[src/rtl/hdlc_tx_pkg.sv]
package hdlc_tx_pkg;

    localparam int          IDX_W     = 5;
    localparam int          FCS_W     = 16;
    localparam logic [7:0]  FLAG_BYTE = 8'h7E;
    localparam logic [15:0] FCS_POLY  = 16'h8408;  // reflected x^16+x^12+x^5+1
    localparam logic [15:0] FCS_INIT  = 16'hFFFF;

    typedef enum logic [1:0] {
        FILL_ONES    = 2'b00,
        FILL_FLAGS   = 2'b01,
        FILL_GOAHEAD = 2'b10,
        FILL_FLAGS_B = 2'b11
    } fill_mode_e;

    typedef enum logic [2:0] {
        PH_FILL,
        PH_OPEN,
        PH_DATA,
        PH_FCS,
        PH_CLOSE,
        PH_ABORT
    } phase_e;

    // index of the final bit of a unit in a given phase
    function automatic logic [IDX_W-1:0] phase_last(phase_e p, fill_mode_e m);
        logic [IDX_W-1:0] r;
        case (p)
            PH_FILL: r = (m == FILL_GOAHEAD) ? IDX_W'(8) : IDX_W'(7);
            PH_FCS:  r = IDX_W'(FCS_W - 1);
            default: r = IDX_W'(7);
        endcase
        return r;
    endfunction

    function automatic logic is_stuffable(phase_e p);
        return (p == PH_DATA) || (p == PH_FCS);
    endfunction

endpackage

[src/rtl/hdlc_tx_fcs.sv]
module hdlc_tx_fcs #(
    parameter int          WIDTH = 16,
    parameter logic [WIDTH-1:0] POLY = 16'h8408,
    parameter logic [WIDTH-1:0] INIT = 16'hFFFF
) (
    input  logic             clk,
    input  logic             rst,
    input  logic             clear,
    input  logic             shift,
    input  logic             din,
    output logic [WIDTH-1:0] fcs_out
);
    logic [WIDTH-1:0] crc_q;
    logic [WIDTH-1:0] crc_n;
    logic             fb;

    assign fb = crc_q[0] ^ din;

    // one reflected LFSR step, tap by tap
    genvar i;
    generate
        for (i = 0; i < WIDTH; i++) begin : g_tap
            if (i == WIDTH - 1) begin : g_top
                assign crc_n[i] = fb & POLY[i];
            end else begin : g_mid
                assign crc_n[i] = crc_q[i+1] ^ (fb & POLY[i]);
            end
        end
    endgenerate

    always_ff @(posedge clk) begin
        if (rst || clear) begin
            crc_q <= INIT;
        end else if (shift) begin
            crc_q <= crc_n;
        end
    end

    assign fcs_out = ~crc_q;
endmodule

[src/rtl/hdlc_tx_fill.sv]
module hdlc_tx_fill
    import hdlc_tx_pkg::*;
(
    input  fill_mode_e       mode,
    input  logic [IDX_W-1:0] idx,
    output logic             fill_bit
);
    always_comb begin
        case (mode)
            FILL_ONES:    fill_bit = 1'b1;
            FILL_GOAHEAD: fill_bit = (idx < IDX_W'(7));
            default:      fill_bit = FLAG_BYTE[idx[2:0]];
        endcase
    end
endmodule

[src/rtl/hdlc_tx_stuff.sv]
module hdlc_tx_stuff #(
    parameter int RUN = 5,
    localparam int CNT_W = $clog2(RUN + 1)
) (
    input  logic             clk,
    input  logic             rst,
    input  logic             bit_en,
    input  logic             src_bit,
    input  logic             stuffable,
    output logic             insert,
    output logic [CNT_W-1:0] ones_cnt
);
    logic [CNT_W-1:0] ones_q;

    assign insert   = (ones_q == CNT_W'(RUN));
    assign ones_cnt = ones_q;

    always_ff @(posedge clk) begin
        if (rst) begin
            ones_q <= '0;
        end else if (bit_en) begin
            if (insert) begin
                ones_q <= '0;
            end else if (stuffable && src_bit) begin
                ones_q <= ones_q + CNT_W'(1);
            end else begin
                ones_q <= '0;
            end
        end
    end
endmodule

[src/rtl/hdlc_tx_framer.sv]
module hdlc_tx_framer
    import hdlc_tx_pkg::*;
#(
    parameter int STUFF_RUN = 5,
    localparam int ONES_W = $clog2(STUFF_RUN + 1)
) (
    input  logic       clk,
    input  logic       rst,
    input  logic       bit_en,
    input  logic [1:0] fill_mode,
    input  logic       in_valid,
    input  logic [7:0] in_data,
    input  logic       in_last,
    input  logic       in_abort,
    output logic       in_ready,
    output logic       tx_bit,
    output logic       eop
);
    phase_e           phase_q, eff_phase, phase_n;
    logic [IDX_W-1:0] idx_q, idx_n, last_idx;
    fill_mode_e       mode_q, mode_in, eff_mode;
    logic [7:0]       byte_q;
    logic             last_q;

    logic             unit_start, start_frame, at_last, load_pt;
    logic             src_bit, fill_bit, stuffable, insert, advance, end_pkt;
    logic [FCS_W-1:0] fcs_val;
    logic [ONES_W-1:0] stuff_ones;

    assign mode_in     = fill_mode_e'(fill_mode);
    assign unit_start  = (phase_q == PH_FILL) && (idx_q == '0);
    assign start_frame = unit_start && (mode_in != FILL_GOAHEAD) && in_valid;
    assign eff_phase   = start_frame ? PH_OPEN : phase_q;
    assign eff_mode    = unit_start ? mode_in : mode_q;
    assign last_idx    = phase_last(eff_phase, eff_mode);
    assign at_last     = (idx_q == last_idx);
    assign stuffable   = is_stuffable(eff_phase);
    assign advance     = bit_en && !insert;
    assign load_pt     = at_last &&
                         ((eff_phase == PH_OPEN) || ((eff_phase == PH_DATA) && !last_q));
    assign in_ready    = advance && load_pt;
    assign end_pkt     = at_last && ((eff_phase == PH_CLOSE) || (eff_phase == PH_ABORT));

    hdlc_tx_fill u_fill (
        .mode     (eff_mode),
        .idx      (idx_q),
        .fill_bit (fill_bit)
    );

    hdlc_tx_fcs #(
        .WIDTH (FCS_W),
        .POLY  (FCS_POLY),
        .INIT  (FCS_INIT)
    ) u_fcs (
        .clk     (clk),
        .rst     (rst),
        .clear   (advance && (eff_phase == PH_OPEN)),
        .shift   (advance && (eff_phase == PH_DATA)),
        .din     (src_bit),
        .fcs_out (fcs_val)
    );

    hdlc_tx_stuff #(.RUN(STUFF_RUN)) u_stuff (
        .clk       (clk),
        .rst       (rst),
        .bit_en    (bit_en),
        .src_bit   (src_bit),
        .stuffable (stuffable),
        .insert    (insert),
        .ones_cnt  (stuff_ones)
    );

    // bit selected by the current position
    always_comb begin
        case (eff_phase)
            PH_FILL:           src_bit = fill_bit;
            PH_OPEN, PH_CLOSE: src_bit = FLAG_BYTE[idx_q[2:0]];
            PH_DATA:           src_bit = byte_q[idx_q[2:0]];
            PH_FCS:            src_bit = fcs_val[idx_q[3:0]];
            default:           src_bit = 1'b1;
        endcase
    end

    // position after a non-stuffed bit
    always_comb begin
        phase_n = eff_phase;
        idx_n   = idx_q + IDX_W'(1);
        if (at_last) begin
            idx_n = '0;
            case (eff_phase)
                PH_OPEN:  phase_n = (!in_valid || in_abort) ? PH_ABORT : PH_DATA;
                PH_DATA: begin
                    if (last_q) phase_n = PH_FCS;
                    else        phase_n = (!in_valid || in_abort) ? PH_ABORT : PH_DATA;
                end
                PH_FCS:   phase_n = PH_CLOSE;
                default:  phase_n = PH_FILL;
            endcase
        end
    end

    always_ff @(posedge clk) begin
        if (rst) begin
            phase_q <= PH_FILL;
            idx_q   <= '0;
            mode_q  <= FILL_ONES;
            byte_q  <= '0;
            last_q  <= 1'b0;
            tx_bit  <= 1'b1;
            eop     <= 1'b0;
        end else if (bit_en) begin
            tx_bit <= insert ? 1'b0 : src_bit;
            eop    <= advance && end_pkt;
            if (advance) begin
                phase_q <= phase_n;
                idx_q   <= idx_n;
                if (unit_start && !start_frame) begin
                    mode_q <= mode_in;
                end
                if (in_ready && in_valid && !in_abort) begin
                    byte_q <= in_data;
                    last_q <= in_last;
                end
            end
        end
    end
endmodule

[config.mk]
export PLATFORM = sky130hd
export DESIGN_NAME = hdlc_tx_framer
export DESIGN_NICKNAME = d
export VERILOG_FILES = /design/src/rtl/hdlc_tx_pkg.sv /design/src/rtl/hdlc_tx_fcs.sv /design/src/rtl/hdlc_tx_fill.sv /design/src/rtl/hdlc_tx_stuff.sv /design/src/rtl/hdlc_tx_framer.sv
export SDC_FILE = /design/constraint.sdc
export NUM_CORES = 1
export LEC_CHECK = 0
export BUFFER_PORTS_ARGS = -buffer_cell sky130_fd_sc_hd__buf_2
export CORE_MARGIN = 8
export CORE_UTILIZATION = 64
export CTS_CLUSTER_SIZE = 24
export DETAILED_ROUTE_END_ITERATION = 6
export GPL_TIMING_DRIVEN = 0
export PLACE_DENSITY = 0.93
export SLEW_MARGIN = 30
export SYNTH_ARGS = -nofsm -noshare
export SYNTH_HDL_FRONTEND = slang
export SYNTH_SLANG_ARGS = --single-unit
[constraint.sdc]
create_clock -name clk -period 4.2 [get_ports clk]
set_clock_uncertainty 0.05 [all_clocks]
set_input_delay 0.84 -clock clk [delete_from_list [all_inputs] [get_ports clk]]
set_output_delay 0.84 -clock clk [all_outputs]
set_load 0.05 [all_outputs]
==> metrics.cfg <==
[power]
p_sw_frac = 0.254
share_comb_of_total_power = 0.122
p_int_uw = 571
p_switching_uw = 194
leakage_nw = 0.970
fin_total_pwr_uw = 765
pwr_density_cell_nw_per_um2 = 305
peakVddDrop_uv = 197
power_frac_clock = 0.358
seqPwrFrac = 0.520

[global_routing]
overflow = 0
antenna_found_initial = 0
grt_use_total = 0.203
grt_pass1_wl_um = 8930
grt_max_degree = 16
grt_pass1_vias = 2008

[layout]
final_cells = 343
regArea_um2 = 822
antennaDiodeCount = 0
layout_commonest_cell = nand2_1
stdcell_area_um2 = 2510
multi_input_area_um2 = 1350
drive_above_1_share = 0.131
fill_cells = 267
area_growth_pct = 10.5
nets = 316
final_core_util = 0.745
final_cell_mix = nand2_1 (42), dfxtp_1 (40), nor2_1 (26)

[sta]
finalWorstSetupSlack_ns = 0.248
max_slew_margin = 0.398
final_period_minus_worst_setup_slack_ns = 3.95
finalSetupViolCount = 0
whs_ns = 0.444
finalHoldViolations = 0
rsz0062_at_grt = no
period_share = 0.941
fin_setup_tns_ns = 0
fmax_mhz = 253
slew_violations = 0
tightest_slew_ns = 0.895

[yosys]
synth_ff_type = dfxtp_1
synth-edff-count = 0
syn_inst = 272
ys_ff_latch = 41
synth_area_leaders = dfxtp_1 (36%), mux2i_1 (9.7%), nand2_1 (6.9%)
avgSynthCellArea_um2 = 8.34
yosysSeqAreaShare = 0.362
synth_top_cell_by_area = dfxtp_1
synthesis.nets = 292
syn_area_um2 = 2270
synthDominantCellAreaShare = 0.362
yosysWarnings = 0
async_reset_ff_frac = 0
yosysUniqueCellTypes = 46

[die]
die-area_um2 = 5710
initial_core_util = 0.674
io_pins = 19
placementRows = 21
die_height_um = 75.5
die_w_um = 75.5
core_um2 = 3360

[outcome]
outcome = completed

[clock_tree]
tritoncts.num_buffers = 5
root_buffer = clkbuf_4
clk_latency_ns = 0.37
htree_levels = 2
clkTransAtPathRegs_ns = 0.14
clock_sinks = 41
cts_tree = built
clockBufferDepth = 2
cts_hold_buf = 0

[placement]
gp_congestion = 0.891
pre_cts_slack_ns = 0.158
placed_cell_area_um2 = 2410
dp_cells = 335
port_buffers = 17
dp_hpwl_um = 3960

[drt]
remaining_drc_errors = 0
vias = 2102
drtIter0Drc = 232
dr.max_layer_used = met4
drtAntennaViolNets = 0
vias_per_cell = 6.13
wl_met3_um = 294
dr.pass1.iters = 4
wl_met2_um = 2560
routed_wl_um = 5310
wire_per_inst_um = 15.5
wl_met1_um = 2320

[setup_path]
cp.arrival_ns = 3.06
cp_max_fo = 10
required_ns = 3.31
path_class = flop to output port
cp-end-kind = output port
setup.worst_path.start_class = flop

[run]
maxCapViolCount = 0

[worst_hold_path]
hp-class = flop to flop

==> worst max-delay path, cell delays in order, from the launching register on <==
cell      delay (ns)
dfxtp_2         0.38
clkbuf_2        0.20
inv_1           0.15
ha_1            0.18
nor4b_4         0.25
mux2i_1         0.30
nand3_1         0.20
a21oi_2         0.37
nand2_1         0.16
nor3_1          0.21
buf_2           0.30
==> power groups by stage <==
stage / logic, mW / registers, mW / clock network (mW)
2_1_floorplan: 0.0620 / 0.408 / 0
3_3_place_gp: 0.0875 / 0.406 / 0
3_5_place_dp: 0.0903 / 0.406 / 0
4_1_cts: 0.0919 / 0.397 / 0.276
5_1_grt: 0.101 / 0.399 / 0.296
6_report: 0.0933 / 0.398 / 0.274
==> cells by family (layout without fill, tap and decap cells) <==
logic type | after synthesis | count (layout) | share of synthesized area
mux | 26 | 26 | 0.132
xor+xnor | 4 | 4 | 0.0154
fa+ha+maj | 4 | 4 | 0.0221
flops | 41 | 41 | 0.362
buf+inv | 23 | 48 | 0.0458
simple gates | 126 | 126 | 0.280
compound gates | 48 | 48 | 0.143
==> sequential cells by signal, summed over array words and instances (netlist names), named ones only <==
register / cells
byte_q: 8
mode_q: 2
eop: 1
tx_bit: 1
idx_q: 5
u_fcs.crc_q: 16
last_q: 1
phase_q: 3
u_stuff.ones_cnt: 3
==> layer usage <==
metal  vias to the layer above  global-route usage
met2                        68               0.335
met4                         0              0.0959
li1                       1017                   -
met1                      1003               0.243
met5                         -                   0
met3                        14              0.0474
==> final cells by class <==
cell class | instances | share of cell area
multi-input combinational | 208 | 0.538
sequential | 41 | 0.328
timing repair buffer | 18 | 0.0369
buffer | 17 | 0.0330
tap | 46 | 0.0230
clock buffer | 7 | 0.0220
clock inverter | 1 | 0.0120
inverter | 5 | 0.00749
==> cells in the mapped netlist (all sizes together), types with 3 or more instances <==
| library cell | count |
|---|---|
| and3 | 3 |
| inv | 5 |
| nand3 | 17 |
| a21oi | 20 |
| nand2 | 42 |
| dfxtp | 41 |
| nor3 | 10 |
| nand2b | 11 |
| mux4 | 3 |
| a211oi | 4 |
| or3 | 5 |
| clkbuf | 14 |
| nand3b | 3 |
| o21ai | 5 |
| mux2i | 22 |
| ha | 4 |
| nor2 | 26 |
| nor4b | 4 |
| buf | 4 |
==> path summary, 6_finish.rpt <==
| kind | from | end | slack (ns) | cells after the start |
|---|---|---|---|---|
| setup / recovery | idx_q[0] | in_ready | 0.25 | 10 |
| hold / removal | eop | eop | 0.44 | 2 |
| setup reg to reg | idx_q[0] | u_fcs.crc_q[3] | 1.20 | 11 |
| hold reg to reg | eop | eop | 0.44 | 2 |
==> repair_timing <==
action / CTS / global route
setup endpoints to repair: 1 / 1
gates resized for setup: 1 / 3
buffers inserted: 1 / 0
No activity file was read; power rests on OpenSTA's default activity.
